==> config.mk <==
export PLATFORM = sky130hd
export DESIGN_NAME = s2m_dma_writer
export DESIGN_NICKNAME = d
export VERILOG_FILES = /design/src/rtl/s2m_dma_pkg.sv /design/src/rtl/s2m_csr.sv /design/src/rtl/s2m_engine.sv /design/src/rtl/s2m_dma_writer.sv
export SDC_FILE = /design/constraint.sdc
export NUM_CORES = 1
export LEC_CHECK = 0
export BUFFER_PORTS_ARGS = -buffer_cell sky130_fd_sc_hd__buf_2
export CORE_MARGIN = 2
export CORE_UTILIZATION = 55
export CTS_BUF_LIST = sky130_fd_sc_hd__clkbuf_16
export CTS_CLUSTER_SIZE = 16
export DETAILED_ROUTE_END_ITERATION = 6
export GPL_ROUTABILITY_DRIVEN = 0
export PLACE_DENSITY = 0.78
export SLEW_MARGIN = 0
export SYNTH_ARGS = -nofsm -noshare
export SYNTH_HDL_FRONTEND = slang
export SYNTH_SLANG_ARGS = --single-unit
==> constraint.sdc <==
create_clock -name clk -period 6.57 [get_ports clk]
set_input_delay 0.9855 -clock clk [delete_from_list [all_inputs] [get_ports clk]]
set_output_delay 0.9855 -clock clk [all_outputs]
set_load 0.03 [all_outputs]
==> src/rtl/s2m_dma_pkg.sv <==
package s2m_dma_pkg;

    localparam int WORD_W = 32;
    localparam int LEN_W  = 16;

    // control word bit positions (decoded by software)
    localparam int OWN_BIT    = 0;
    localparam int EOPEN_BIT  = 1;
    localparam int EOPHIT_BIT = 8;
    localparam int DONE_BIT   = 9;

    localparam logic [1:0] CSR_CTRL  = 2'd0;
    localparam logic [1:0] CSR_FIRST = 2'd1;
    localparam logic [1:0] CSR_STAT  = 2'd2;

    typedef enum logic [2:0] {
        ST_IDLE,
        ST_FETCH,
        ST_BEAT,
        ST_WRITE,
        ST_WBACK
    } eng_state_e;

endpackage

==> src/rtl/s2m_csr.sv <==
module s2m_csr
    import s2m_dma_pkg::*;
#(
    parameter int DW = 32
) (
    input  logic          clk,
    input  logic          rst,
    input  logic          csr_we,
    input  logic [1:0]    csr_addr,
    input  logic [DW-1:0] csr_wdata,
    output logic [DW-1:0] csr_rdata,
    input  logic          busy,
    input  logic          chain_end,
    output logic          run,
    output logic [DW-1:0] first_addr,
    output logic          done
);

    typedef struct packed {
        logic          run;
        logic [DW-1:0] first;
        logic          done;
    } csr_regs_t;

    csr_regs_t q, d;

    always_comb begin
        d = q;
        if (csr_we && csr_addr == CSR_CTRL)  d.run   = csr_wdata[0];
        if (csr_we && csr_addr == CSR_FIRST) d.first = csr_wdata;
        if (csr_we && csr_addr == CSR_STAT && csr_wdata[1]) d.done = 1'b0;
        if (chain_end) begin
            d.run  = 1'b0;
            d.done = 1'b1;
        end
    end

    always_ff @(posedge clk) begin
        if (rst) q <= '0;
        else     q <= d;
    end

    always_comb begin
        csr_rdata = '0;
        case (csr_addr)
            CSR_CTRL:  csr_rdata[0] = q.run;
            CSR_FIRST: csr_rdata    = q.first;
            CSR_STAT:  csr_rdata[1:0] = {q.done, busy};
            default:   csr_rdata = '0;
        endcase
    end

    assign run        = q.run;
    assign first_addr = q.first;
    assign done       = q.done;

endmodule

==> src/rtl/s2m_engine.sv <==
module s2m_engine
    import s2m_dma_pkg::*;
#(
    parameter int DW = 32,
    parameter int LW = 16
) (
    input  logic          clk,
    input  logic          rst,
    input  logic          run,
    input  logic [DW-1:0] first_addr,
    input  logic          st_valid,
    input  logic [DW-1:0] st_data,
    input  logic          st_eop,
    output logic          st_ready,
    output logic          mem_req,
    output logic          mem_we,
    output logic [DW-1:0] mem_addr,
    output logic [DW-1:0] mem_wdata,
    input  logic          mem_ack,
    input  logic [DW-1:0] mem_rdata,
    output logic          busy,
    output logic          chain_end
);

    localparam int            BEAT_BYTES = DW / 8;
    localparam logic [DW-1:0] CTRL_OFS   = DW'(3 * BEAT_BYTES);

    typedef struct packed {
        eng_state_e    st;
        logic [1:0]    idx;
        logic [DW-1:0] desc;
        logic [DW-1:0] dst;
        logic [DW-1:0] nxt;
        logic [DW-1:0] wdata;
        logic [LW-1:0] len;
        logic [LW-1:0] bytes;
        logic          eop_en;
        logic          last;
        logic          eop_end;
    } eng_regs_t;

    eng_regs_t q, d;

    logic [LW:0]   bytes_after;
    logic          eop_hit;
    logic          cnt_hit;
    logic [DW-1:0] wb_word;

    assign bytes_after = {1'b0, q.bytes} + (LW+1)'(BEAT_BYTES);
    assign eop_hit     = st_eop && (q.len == '0 || q.eop_en);
    assign cnt_hit     = (q.len != '0) && (bytes_after >= {1'b0, q.len});

    always_comb begin
        wb_word = '0;
        wb_word[DW-1 -: LW]   = q.bytes;
        wb_word[DONE_BIT]     = 1'b1;
        wb_word[EOPHIT_BIT]   = q.eop_end;
        wb_word[EOPEN_BIT]    = q.eop_en;
        wb_word[OWN_BIT]      = 1'b0;
    end

    // next-state logic
    always_comb begin
        d         = q;
        chain_end = 1'b0;
        case (q.st)
            ST_IDLE: begin
                if (run) begin
                    d.desc = first_addr;
                    d.idx  = '0;
                    d.st   = ST_FETCH;
                end
            end
            ST_FETCH: begin
                if (mem_ack) begin
                    d.idx = q.idx + 2'd1;
                    case (q.idx)
                        2'd0: d.dst = mem_rdata;
                        2'd1: d.nxt = mem_rdata;
                        2'd2: d.len = mem_rdata[LW-1:0];
                        default: begin
                            d.eop_en  = mem_rdata[EOPEN_BIT];
                            d.bytes   = '0;
                            d.eop_end = 1'b0;
                            d.last    = 1'b0;
                            if (mem_rdata[OWN_BIT]) begin
                                d.st = ST_BEAT;
                            end else begin
                                d.st      = ST_IDLE;
                                chain_end = 1'b1;
                            end
                        end
                    endcase
                end
            end
            ST_BEAT: begin
                if (st_valid) begin
                    d.wdata   = st_data;
                    d.eop_end = eop_hit;
                    d.last    = eop_hit || cnt_hit;
                    d.st      = ST_WRITE;
                end
            end
            ST_WRITE: begin
                if (mem_ack) begin
                    d.bytes = bytes_after[LW-1:0];
                    d.st    = q.last ? ST_WBACK : ST_BEAT;
                end
            end
            ST_WBACK: begin
                if (mem_ack) begin
                    if (run) begin
                        d.desc = q.nxt;
                        d.idx  = '0;
                        d.st   = ST_FETCH;
                    end else begin
                        d.st = ST_IDLE;
                    end
                end
            end
            default: d.st = ST_IDLE;
        endcase
    end

    always_ff @(posedge clk) begin
        if (rst) q <= '0;
        else     q <= d;
    end

    // outputs from registered state
    always_comb begin
        mem_req   = 1'b0;
        mem_we    = 1'b0;
        mem_addr  = '0;
        mem_wdata = '0;
        case (q.st)
            ST_FETCH: begin
                mem_req  = 1'b1;
                mem_addr = q.desc + DW'(q.idx) * DW'(BEAT_BYTES);
            end
            ST_WRITE: begin
                mem_req   = 1'b1;
                mem_we    = 1'b1;
                mem_addr  = q.dst + DW'(q.bytes);
                mem_wdata = q.wdata;
            end
            ST_WBACK: begin
                mem_req   = 1'b1;
                mem_we    = 1'b1;
                mem_addr  = q.desc + CTRL_OFS;
                mem_wdata = wb_word;
            end
            default: ;
        endcase
    end

    assign st_ready = (q.st == ST_BEAT);
    assign busy     = (q.st != ST_IDLE);

endmodule

==> src/rtl/s2m_dma_writer.sv <==
module s2m_dma_writer
    import s2m_dma_pkg::*;
#(
    parameter int DATA_W = WORD_W,
    parameter int LEN_W_P = LEN_W
) (
    input  logic              clk,
    input  logic              rst,
    input  logic              st_valid,
    output logic              st_ready,
    input  logic [DATA_W-1:0] st_data,
    input  logic              st_sop,
    input  logic              st_eop,
    output logic              mem_req,
    output logic              mem_we,
    output logic [DATA_W-1:0] mem_addr,
    output logic [DATA_W-1:0] mem_wdata,
    input  logic              mem_ack,
    input  logic [DATA_W-1:0] mem_rdata,
    input  logic              csr_we,
    input  logic [1:0]        csr_addr,
    input  logic [DATA_W-1:0] csr_wdata,
    output logic [DATA_W-1:0] csr_rdata
);

    logic              eng_busy;
    logic              chain_end;
    logic              run;
    logic              done_flag;
    logic [DATA_W-1:0] first_addr;
    logic              sop_unused;

    // start-of-packet carries no meaning for this engine
    assign sop_unused = st_sop;

    s2m_csr #(.DW(DATA_W)) u_csr (
        .clk        (clk),
        .rst        (rst),
        .csr_we     (csr_we),
        .csr_addr   (csr_addr),
        .csr_wdata  (csr_wdata),
        .csr_rdata  (csr_rdata),
        .busy       (eng_busy),
        .chain_end  (chain_end),
        .run        (run),
        .first_addr (first_addr),
        .done       (done_flag)
    );

    s2m_engine #(.DW(DATA_W), .LW(LEN_W_P)) u_eng (
        .clk        (clk),
        .rst        (rst),
        .run        (run),
        .first_addr (first_addr),
        .st_valid   (st_valid),
        .st_data    (st_data),
        .st_eop     (st_eop),
        .st_ready   (st_ready),
        .mem_req    (mem_req),
        .mem_we     (mem_we),
        .mem_addr   (mem_addr),
        .mem_wdata  (mem_wdata),
        .mem_ack    (mem_ack),
        .mem_rdata  (mem_rdata),
        .busy       (eng_busy),
        .chain_end  (chain_end)
    );

endmodule

# Word-level counts from Yosys, hierarchy flattened
# Cells that the tools add are included.
# totals
reg_bits	202
in_bits	105
output_inout_bits	99
wordCells	101
# op_classes
n_addsub	5
order_cmp	1
n_eq_ne	15
mux	32
n_bitwise	1
reduce_logical	33
# op_table
operator	n
$pmux W32 S2	2
$pmux W32 S3	1
$mux W37	2
$mux W19	2
$mux W34	1
$add A32 B16 Y32	1
$add A32 B4 Y32	1
$add A32 B4 Y32 const B	1
$pmux W16 S2	1
$mux W30	1
$add A16 B3 Y17 const B	1
$ge A17 B16 Y1	1
$logic_not A16 Y1	1
$mux W16	1
$reduce_bool A16 Y1	1
$pmux W3 S5	1
$ne A2 B2 Y1 const B	7
$mux W3	4
$reduce_and A3 Y1	4
$reduce_and A4 Y1	3
$mux W1	9
$reduce_bool A2 Y1	4
$eq A3 B2 Y1 const B	2
$logic_and A1 B1 Y1	6
other kinds (21)	29

# Longest topological paths before layout
# Gate-level depths: netlist (run 1).
# logic_depth
ltp_word	6
mapped_depth	15
depth_no_buf	12

# Modules after synthesis
# From an unflattened synthesis (run 1), not the netlist that was laid out.
# hier_totals
hier_cells	1387
area_unflattened_um2	11222.0
# by_module_without_submodules
module	n_inst	cells_per_inst	area_per_inst_um2	seq_area_each_um2
s2m_engine	1	1189	9135.0	3323.2
s2m_csr	1	198	2087.0	680.7

# Worst setup path before layout (run 1)
# OpenSTA, ideal clock, no wires.
# synth_timing
kind	reg-to-output
from	register u_eng.q[166] (netlist name)
to	output port mem_addr[27]
arrival_time_ns	3.263
required_ns	5.584
setup_slack_ns	2.321
path_stages_with_launch	14
path_buffers	3
path_cell_list	dfxtp_1 > clkbuf_1 > nor2_1 > and2_1 > buf_2 > clkbuf_1 > or2_2 > ha_1 > a21oi_1 > nor4_2 > nand4_1 > xor2_1 > nor2_1 > or3_1
# synth_via
elab_chain_cells	2
word_cells_on_any_way	4
classes_between	eq/ne (3); mux (1)
# synth_rtl
element	line	text
start: declaration	s2m_engine.sv:42	eng_regs_t q, d;
start signal: assignment	s2m_engine.sv:126	if (rst) q <= '0;
start signal: assignment	s2m_engine.sv:127	else q <= d;
$eq A3 B3 Y1 (tied with other cells)	s2m_engine.sv:136	case (q.st)
$pmux W32 S3 *	s2m_engine.sv:136	
end: declaration	s2m_dma_writer.sv:16	output logic [DATA_W-1:0] mem_addr,
# Mark *: on every way between the ends. The rest lies on a longest branch, timed or not.

# Final worst setup path (run 1)
# layout_timing
from	register u_eng.q[166] (netlist name)
to	output port mem_addr[28]
# Same word-level chain as after synthesis.

==> results.py, run 1 <==
metrics = {
    "sta": {
        "timing.final.crit_share_pct": 78.0,
        "setup_viol": 0,
        "max-slew-margin-rel_pct": 23.0,
        "fmax_mhz": 195,
        "fin_worst_skew_ps": 10.3,
        "finalSetupTns_ps": 0,
        "final.min_clock_period_ps": 5120,
        "rsz0062_at_grt": "false",
        "hold_viol": 0,
        "maxSlewViolCount": 0,
        "worstMarginPinSlew_ps": 1150,
    },
    "final_layout": {
        "antenna-diode-count": 0,
        "layout.nets": 1732,
        "design_area_um2": 12500,
        "area_delta_synth_final_pct": 14.8,
        "drive_gt1_share_pct": 16.4,
    },
    "yosys": {
        "synthAdderAreaFrac_pct": 4.77,
        "ys_seq_area_share_pct": 36.7,
        "synth-xor-area-share_pct": 4.09,
        "yosysUniqueCellTypes": 69,
        "netlist.top_cell.by_area": "dfxtp_1",
        "synth.mux.area_fraction_pct": 3.12,
        "synth.area.top_cells": "dfxtp_1 37%, nand2_1 12%, a21oi_1 8.6%, ha_1 4.6%, nor2_1 3.2%",
        "netlist_area_um2": 10900,
        "synth-simple-area-share_pct": 27.0,
        "async_flop_share_pct": 0,
        "netlist.area_leader.share_pct": 36.7,
        "synth.avg_cell_area_um2": 7.49,
        "syn_nets": 1603,
        "ys_ff_latch": 200,
        "synth_compound_area_share_pct": 19.2,
        "synth_common_cells": "343 x nand2_1, 200 x dfxtp_1, 187 x a21oi_1",
        "yosysWarnings": 0,
        "synth.most_common_cell": "nand2_1",
        "synth_edf_count": 0,
        "synthCells": 1457,
        "synth_ff_type": "dfxtp_1",
        "synth_top_family_by_area": "simple AND/OR/NAND/NOR gates",
    },
    "global_routing": {
        "grt_use_met3_pct": 5.13,
        "grt_use_total_pct": 29.0,
        "antenna_found_initial": 0,
        "met2_usage_pct": 42.4,
        "grt_remaining_overflow": 0,
        "met1_usage_pct": 43.1,
        "grt_max_degree": 127,
        "grt_pass1_vias": 9396,
        "busiest_layer": "met1",
        "grt_pass1_wl_um": 47900,
    },
    "cts": {
        "clock_path_buffers": 2,
        "cts_htree_levels": 4,
        "path_clk_slew_ps": 70,
        "postCtsHoldBufs": 0,
        "cts.sinks": 200,
        "clock_latency_ps": 440,
        "cts_setup_buffers": 0,
        "post_cts_resized": 0,
        "cts-root-buf": "clkbuf_16",
        "cts_buffers": 17,
        "cts_tree": "yes",
    },
    "worst_setup_path": {
        "startpoint_type": "flop",
        "cp-end-kind": "output port",
        "worstSetupPathType": "flop to output port",
        "crit_fanout": 31,
        "required_ps": 5580,
        "arrival_ps": 4140,
    },
    "drt": {
        "wl_per_cell_um": 16.8,
        "ant_nets": 0,
        "drt_iter0_drc": 1123,
        "drt-total-wl_um": 31200,
        "via_per_inst": 5.80,
        "routed-via-count": 10800,
        "drt_first_pass_iters": 5,
        "drc_errors": 0,
    },
    "placed_design": {
        "place.port_buffers": 202,
        "placed_area_um2": 11900,
        "hpwl_um": 22100,
    },
    "run_status": {
        "status": "finished, final reports clean",
    },
    "pwr": {
        "total_power_uw": 2460,
        "powerDensity_nw_per_um2": 197,
        "leakage_uw": 0.00482,
        "irDropWorstVdd_mv": 0.188,
    },
    "floorplan": {
        "die_h_um": 145,
        "row_count": 51,
        "dieArea_um2": 21000,
        "io_pins": 204,
        "die_x_um": 145,
        "coreArea_um2": 19500,
        "start_util_pct": 56.0,
    },
    "run": {
        "max_cap_viol_count": 0,
    },
    "hold_path": {
        "hp-class": "flop to flop",
    },
}
cell type report:
| cell class | instances | area, um2 |
|---|---|---|
| fill | 1710 | 6950 |
| multi-input combinational | 1121 | 6370 |
| sequential | 200 | 4000 |
| timing repair buffer | 213 | 1100 |
| clock buffer | 17 | 425 |
| tap | 265 | 332 |
| clock inverter | 15 | 166 |
| inverter | 33 | 124 |
layer usage:
layer / vias up / part of all wire (%) / wire [um]
met3: 52 / 8.1 / 2530
met2: 425 / 44 / 13600
met4: 0 / 2.4 / 744
met5: - / 0 / 0
met1: 5025 / 46 / 14300
li1: 5301 / - / -
critical path, stage by stage, from the launching register on:
cell and delay (ps):
dfxtp_1 620, nor2_1 230, and2_2 580, or2_2 220
ha_1 180, fa_1 250, inv_1 80, or4_4 620
nor4_4 290, xor2_1 190, a21oi_1 90, nand3_1 130
buf_2 200
power breakdown:
| group | switching [uW] | internal (uW) | total, uW | leakage [uW] |
|---|---|---|---|---|
| Clock | 492 | 570 | 1060 | 0.000291 |
| Sequential | 23.2 | 1230 | 1250 | 0.00162 |
| Combinational | 92.8 | 52.8 | 146 | 0.00291 |
| Total | 608 | 1850 | 2460 | 0.00482 |
path summary, 6_finish.rpt:
path                                   start      endpoint  slack [ps]  depth (start not counted)
worst min register to register   u_eng.q[52]   u_eng.q[52]         450                          2
worst max register to register  u_eng.q[166]   u_eng.q[15]        3360                          5
worst max-delay path            u_eng.q[166]  mem_addr[28]        1450                         12
worst min-delay path             u_eng.q[52]   u_eng.q[52]         450                          2
state kept, by name (all words and copies together) (netlist names):
signal / cells
u_eng.q: 166
u_csr.run: 1
u_csr.first_addr: 32
u_csr.done: 1
cells in the final DEF, fill, tap and decap left out, types with 4 or more instances in the layout:
cell type	Yosys	final
nand2_1	343	343
buf_2	21	201
dfxtp_1	200	200
a21oi_1	187	187
nor2_1	93	93
nand3_1	56	56
ha_1	40	40
inv_1	33	34
and2_1	35	34
mux2i_1	34	34
a211oi_1	32	32
o21ai_0	30	30
xnor2_1	27	27
and3_1	27	26
xor2_1	24	24
nor3_1	21	20
nand4_1	20	20
a22o_1	18	18
clkbuf_16	0	17
nor2b_1	12	12
o22ai_1	11	11
buf_4	0	11
or3_1	7	7
a21o_1	6	6
a22oi_1	6	6
nor4_1	6	6
or2_2	5	5
and4_1	5	5
o211ai_1	5	5
nor3b_1	5	5
a31oi_1	5	5
o2111ai_1	4	4
o32ai_1	4	4
o21a_1	4	4
a32oi_1	4	4
o31a_1	4	4
through the flow:
stage / hold WS [ps] / utilization [%] / worst slack (ps) / cells
after global placement: 438 / 61.3 / 2080 / 1832
final: 451 / 64.3 / 1450 / 1864
after floorplan: 432 / - / 2320 / 1457
after global routing: 470 / 64.3 / 1230 / 1864
after detailed placement: 443 / 61.3 / 1990 / 1832
after CTS: 453 / 64.3 / 1500 / 1864
cells by family (layout without fill, tap and decap cells):
| family | count (synthesis) | in the layout |
|---|---|---|
| xor+xnor | 51 | 51 |
| compound gates | 344 | 344 |
| fa+ha+maj | 41 | 41 |
| other cells | 1 | 1 |
| simple gates | 650 | 650 |
| mux | 34 | 34 |
| buf+inv | 136 | 278 |
| flops | 200 | 200 |
No activity file was read; power rests on OpenSTA's default activity.
==> run 2: changes to the inputs <==
==> constraint.sdc (replaced) <==
create_clock -name clk -period 5.35 [get_ports clk]
set_input_delay 0.8025 -clock clk [delete_from_list [all_inputs] [get_ports clk]]
set_output_delay 0.8025 -clock clk [all_outputs]
set_load 0.03 [all_outputs]
==> run 2 against run 1 <==
Net effect: register-to-register slack got worse by 1300 ps; first-iteration DRC count is 5.6% higher; count of clock-buffer cells in the layout unchanged; largest cell class unchanged; non-clock buffer count is 3 higher; highest routed layer unchanged; critical path depth decreased by 1.
==> results.py, run 2 (synthesis gave the netlist of run 1 again) <==
metrics = {
    "run_status": {
        "status": "finished, final reports clean",
    },
    "final_layout": {
        "fillCellCount": 1712,
        "layout.nets": 1735,
        "top_register": "u_eng.q",
        "largest_register_ffs": 166,
        "regArea_um2": 4000,
        "multi_input_area_um2": 6370,
        "area_delta_synth_final_pct": 14.9,
        "layout_common_cells": "343 x nand2_1, 201 x buf_2, 200 x dfxtp_1, 187 x a21oi_1, 93 x nor2_1",
        "drive_gt1_share_pct": 16.6,
        "final_common_cell": "nand2_1",
    },
    "sta": {
        "setup_viol": 0,
        "fin_ws_ps": 681,
        "rsz0062_at_grt": "false",
        "worstMarginPinSlew_ps": 1170,
        "max-slew-margin-rel_pct": 21.9,
        "final.min_clock_period_ps": 4670,
        "finalSetupTns_ps": 0,
        "maxSlewViolCount": 0,
        "hold_viol": 0,
        "hold-worst-slack_ps": 453,
        "fin_worst_skew_ps": 8.40,
        "timing.final.crit_share_pct": 87.3,
        "fmax_mhz": 214,
    },
    "global_routing": {
        "grt_pass1_wl_um": 48000,
        "antenna_found_initial": 1,
        "grt_use_total_pct": 29.0,
        "grt_pass1_vias": 9210,
        "grt_remaining_overflow": 0,
        "grt_max_degree": 133,
    },
    "floorplan": {
        "start_util_pct": 56.0,
        "coreArea_um2": 19500,
        "die_x_um": 145,
        "row_count": 51,
        "io_pins": 204,
        "die_h_um": 145,
        "dieArea_um2": 21000,
    },
    "cts": {
        "cts_htree_levels": 4,
        "cts_setup_buffers": 0,
        "cts_tree": "yes",
        "clock_latency_ps": 440,
        "cts_buffers": 17,
        "postCtsHoldBufs": 0,
        "clock_path_buffers": 2,
        "post_cts_resized": 0,
        "cts.sinks": 200,
        "cts-root-buf": "clkbuf_16",
        "path_clk_slew_ps": 70,
    },
    "drt": {
        "drt_first_pass_iters": 6,
        "wl_per_cell_um": 16.7,
        "drt-total-wl_um": 31200,
        "drc_errors": 0,
        "via_per_inst": 5.85,
        "routed-via-count": 10900,
        "drt_iter0_drc": 1186,
        "ant_nets": 0,
    },
    "worst_setup_path": {
        "required_ps": 4550,
        "arrival_ps": 3870,
        "crit_fanout": 25,
        "crit_slowest_cell": "dfxtp_1",
        "cp-end-kind": "output port",
        "startpoint_type": "flop",
        "crit_chain": "and2_2, or2_2, ha_1, fa_1, inv_1, or4_4, nor4_4, xor2_1, a21oi_1, nand3_1, buf_2",
        "slowest_delay_ps": 620,
        "worstSetupPathType": "flop to output port",
    },
    "run": {
        "max_cap_viol_count": 0,
    },
    "pwr": {
        "p_sw_share_pct": 25.6,
        "irDropWorstVdd_mv": 0.215,
        "leakage_uw": 0.00482,
        "p_int_uw": 2240,
        "comb_power_share_pct": 6.0,
        "clkPwrFrac_pct": 42.9,
        "powerDensity_nw_per_um2": 240,
        "seqPwrFrac_pct": 51.1,
        "switching_power_uw": 770,
    },
    "placed_design": {
        "dp_slack_ps": 1180,
        "hpwl_um": 22000,
        "place.port_buffers": 202,
    },
    "hold_path": {
        "hp-class": "flop to flop",
    },
}
-- run 2: through the flow --
| stage | utilization [%] | area (um2) | cells | power [uW] |
|---|---|---|---|---|
| detailed placement | 61.4 | 11900 | 1835 | 1750 |
| CTS | 64.4 | 12500 | 1867 | 3020 |
| floorplan | - | 10900 | 1457 | 1660 |
| global placement | 61.4 | 11900 | 1835 | 1750 |
| global route | 64.4 | 12500 | 1868 | 3090 |
| finish | 64.4 | 12500 | 1868 | 3010 |
-- run 2: critical path, delay by kind of cell (launching register included) --
family | cells | cell delay [ps]
compound gates | 1 | 90
xor+xnor | 1 | 180
simple gates | 5 | 1870
fa+ha+maj | 2 | 400
buf+inv | 2 | 280
flops | 1 | 620
-- run 2: power groups by stage --
stage / logic [uW] / clock network (uW) / registers, uW
after floorplan: 102 / 0 / 1560
after global routing: 197 / 1350 / 1540
final: 181 / 1290 / 1540
after CTS: 179 / 1310 / 1540
after global placement: 176 / 0 / 1570
after detailed placement: 177 / 0 / 1570
-- run 2: routing by layer --
metal	share of wire (%)	routed length [um]	vias to the layer above	global-route usage, %
li1	-	-	5318	-
met1	45	14200	5060	44.3
met2	43	13400	499	41.8
met3	9.0	2810	54	3.78
met4	2.4	739	0	10.1
met5	0	0	-	0
-- run 2: path summary, 6_finish.rpt --
kind,startpoint,end,slack [ps],depth (start not counted)
setup / recovery,u_eng.q[167],mem_addr[28],680,11
hold / removal,u_eng.q[41],u_eng.q[41],450,2
setup reg to reg,u_eng.q[165],u_eng.q[16],2030,6
hold reg to reg,u_eng.q[41],u_eng.q[41],450,2
-- run 2: cell type report --
type / count / area share (%)
multi-input cells: 1121 / 50.8
flip-flops and latches: 200 / 31.9
repair buffers: 216 / 8.95
clock buffers: 17 / 3.39
well taps: 265 / 2.64
clock inverters: 15 / 1.30
inverters: 33 / 0.988
diodes: 1 / 0.0200
==> run 3: changes to the inputs <==
==> constraint.sdc (replaced) <==
create_clock -name clk -period 4.8 [get_ports clk]
set_input_delay 0.72 -clock clk [delete_from_list [all_inputs] [get_ports clk]]
set_output_delay 0.72 -clock clk [all_outputs]
set_load 0.03 [all_outputs]
==> run 3 against run 2 <==
Net effect: cell count did not move; clock power is 5% higher; non-clock buffer count stayed put; utilization down 0.22 points; global-route usage barely moved; wire length about the same; design area decreased by 0.34%; sequential power up 12%; highest routed layer unchanged.
==> results.py, run 3 (synthesis gave the netlist of run 1 again) <==
metrics = {
    "worst_setup_path": {
        "startpoint_type": "flop",
        "worstSetupPathType": "flop to output port",
        "arrival_ps": 3490,
        "cpMostUsedCell": "nor2_1",
        "reg2regPathDepth": 11,
        "r2r-start": "u_eng.q[6]",
        "cp-end-kind": "output port",
        "crit_slowest_cell": "dfxtp_1",
        "slowest_delay_ps": 620,
        "crit_chain": "nor2_1, and2_2, or2_2, ha_1, a21oi_1, nor4_2, buf_4, nand4_1, xor2_1, nor2_1, or3_1, buf_2",
        "regToRegSetupSlack_ps": 1690,
        "required_ps": 4080,
        "crit_fanout": 15,
        "crit_start": "u_eng.q[165]",
    },
    "sta": {
        "fin_ws_ps": 588,
        "maxSlewViolCount": 0,
        "hold_viol": 0,
        "fin_worst_skew_ps": 13.1,
        "worstMarginPinSlew_ps": 1170,
        "final.min_clock_period_ps": 4210,
        "setup_viol": 0,
        "rsz0062_at_grt": "false",
        "timing.final.crit_share_pct": 87.7,
        "max-slew-margin-rel_pct": 21.6,
        "finalSetupTns_ps": 0,
        "fmax_mhz": 237,
    },
    "final_layout": {
        "largest_register_ffs": 166,
        "layout.nets": 1735,
        "fillCellCount": 1720,
        "top_register": "u_eng.q",
        "layout_common_cells": "343 x nand2_1, 201 x buf_2, 200 x dfxtp_1, 187 x a21oi_1, 93 x nor2_1",
        "utilization_pct": 64.2,
        "final_common_cell": "nand2_1",
        "final_cells": 1868,
        "area_delta_synth_final_pct": 14.6,
        "drive_gt1_share_pct": 16.6,
    },
    "pwr": {
        "seqPwrFrac_pct": 52.6,
        "irDropWorstVdd_mv": 0.220,
        "comb_power_share_pct": 6.1,
        "powerDensity_nw_per_um2": 261,
        "p_int_uw": 2430,
        "leakage_uw": 0.00481,
        "switching_power_uw": 832,
        "p_sw_share_pct": 25.5,
        "clkPwrFrac_pct": 41.3,
        "total_power_uw": 3260,
    },
    "placed_design": {
        "dp_slack_ps": 1090,
        "hpwl_um": 22100,
        "placed_cells": 1835,
        "place.port_buffers": 202,
    },
    "cts": {
        "cts_setup_buffers": 0,
        "clock_latency_ps": 440,
        "post_cts_resized": 0,
        "cts_buffers": 17,
        "cts_htree_levels": 4,
        "cts_tree": "yes",
        "path_clk_slew_ps": 70,
        "cts-root-buf": "clkbuf_16",
        "postCtsHoldBufs": 0,
        "clock_path_buffers": 2,
        "cts.sinks": 200,
    },
    "global_routing": {
        "grt_max_degree": 135,
        "grt_remaining_overflow": 0,
        "antenna_found_initial": 1,
        "grt_use_total_pct": 29.0,
        "grt_pass1_wl_um": 48000,
        "grt_pass1_vias": 9437,
    },
    "drt": {
        "drt_first_pass_iters": 5,
        "ant_nets": 0,
        "drc_errors": 0,
        "routed-via-count": 10800,
        "wl_per_cell_um": 16.7,
        "drt_iter0_drc": 1009,
        "drt-total-wl_um": 31200,
        "via_per_inst": 5.78,
    },
    "floorplan": {
        "die_x_um": 145,
        "start_util_pct": 56.0,
        "row_count": 51,
        "die_h_um": 145,
        "dieArea_um2": 21000,
        "io_pins": 204,
        "coreArea_um2": 19500,
    },
    "hold_path": {
        "hp-class": "flop to flop",
        "hold_start": "u_eng.q[51]",
        "whs_path_depth": 2,
    },
    "run": {
        "max_cap_viol_count": 0,
    },
    "run_status": {
        "status": "finished, final reports clean",
    },
}
-- run 3: cell types whose count changed in the layout (fill, tap and decap cells not counted), sizes merged --
cell | before | now
clkinvlp | 4 | 3
bufinv | 1 | 0
inv | 40 | 38
clkinv | 3 | 7
-- run 3: metrics by stage --
stage	hold WS (ps)	cell area [um2]
6_report	452	12500
5_1_grt	466	12500
4_1_cts	454	12500
3_5_place_dp	443	11900
3_3_place_gp	438	11900
2_1_floorplan	432	10900
-- run 3: cell type report --
type | count | area (um2) | area share [%]
clock buffer | 17 | 425 | 3.40
antenna | 1 | 2.50 | 0.0200
clock inverter | 15 | 120 | 0.961
multi-input combinational | 1121 | 6370 | 50.9
tap | 265 | 332 | 2.65
timing repair buffer | 216 | 1120 | 8.98
inverter | 33 | 124 | 0.991
sequential | 200 | 4000 | 32.0
-- run 3: metal layers --
| layer | GRT usage, % | vias up | share of wire (%) |
|---|---|---|---|
| li1 | - | 5320 | - |
| met1 | 43.5 | 5013 | 47 |
| met2 | 42.5 | 420 | 43 |
| met3 | 4.44 | 53 | 7.3 |
| met4 | 9.15 | 0 | 2.0 |
| met5 | 0 | - | 0 |
-- run 3: worst paths after layout --
| kind | to |
|---|---|
| setup / recovery | mem_addr[27] |
| hold / removal | u_eng.q[51] |
| setup reg to reg | u_eng.q[1] |
| hold reg to reg | u_eng.q[51] |
-- run 3: power by group through the flow --
stage / sequential, uW / clock (uW) / combinational [uW]
floorplan: 1740 / 0 / 113
global placement: 1750 / 0 / 194
detailed placement: 1750 / 0 / 196
CTS: 1710 / 1360 / 198
global route: 1720 / 1420 / 218
finish: 1720 / 1350 / 200
-- run 3: worst max-delay path, delay by kind of cell, from the launching register on --
family | cells | cell delay [ps]
xor gates and xnor gates | 1 | 150
and+or+nand+nor | 7 | 1470
AOI/OAI and AO/OA | 1 | 120
buffers and inverters | 2 | 410
DFF | 1 | 620
adders and majority gates | 1 | 280
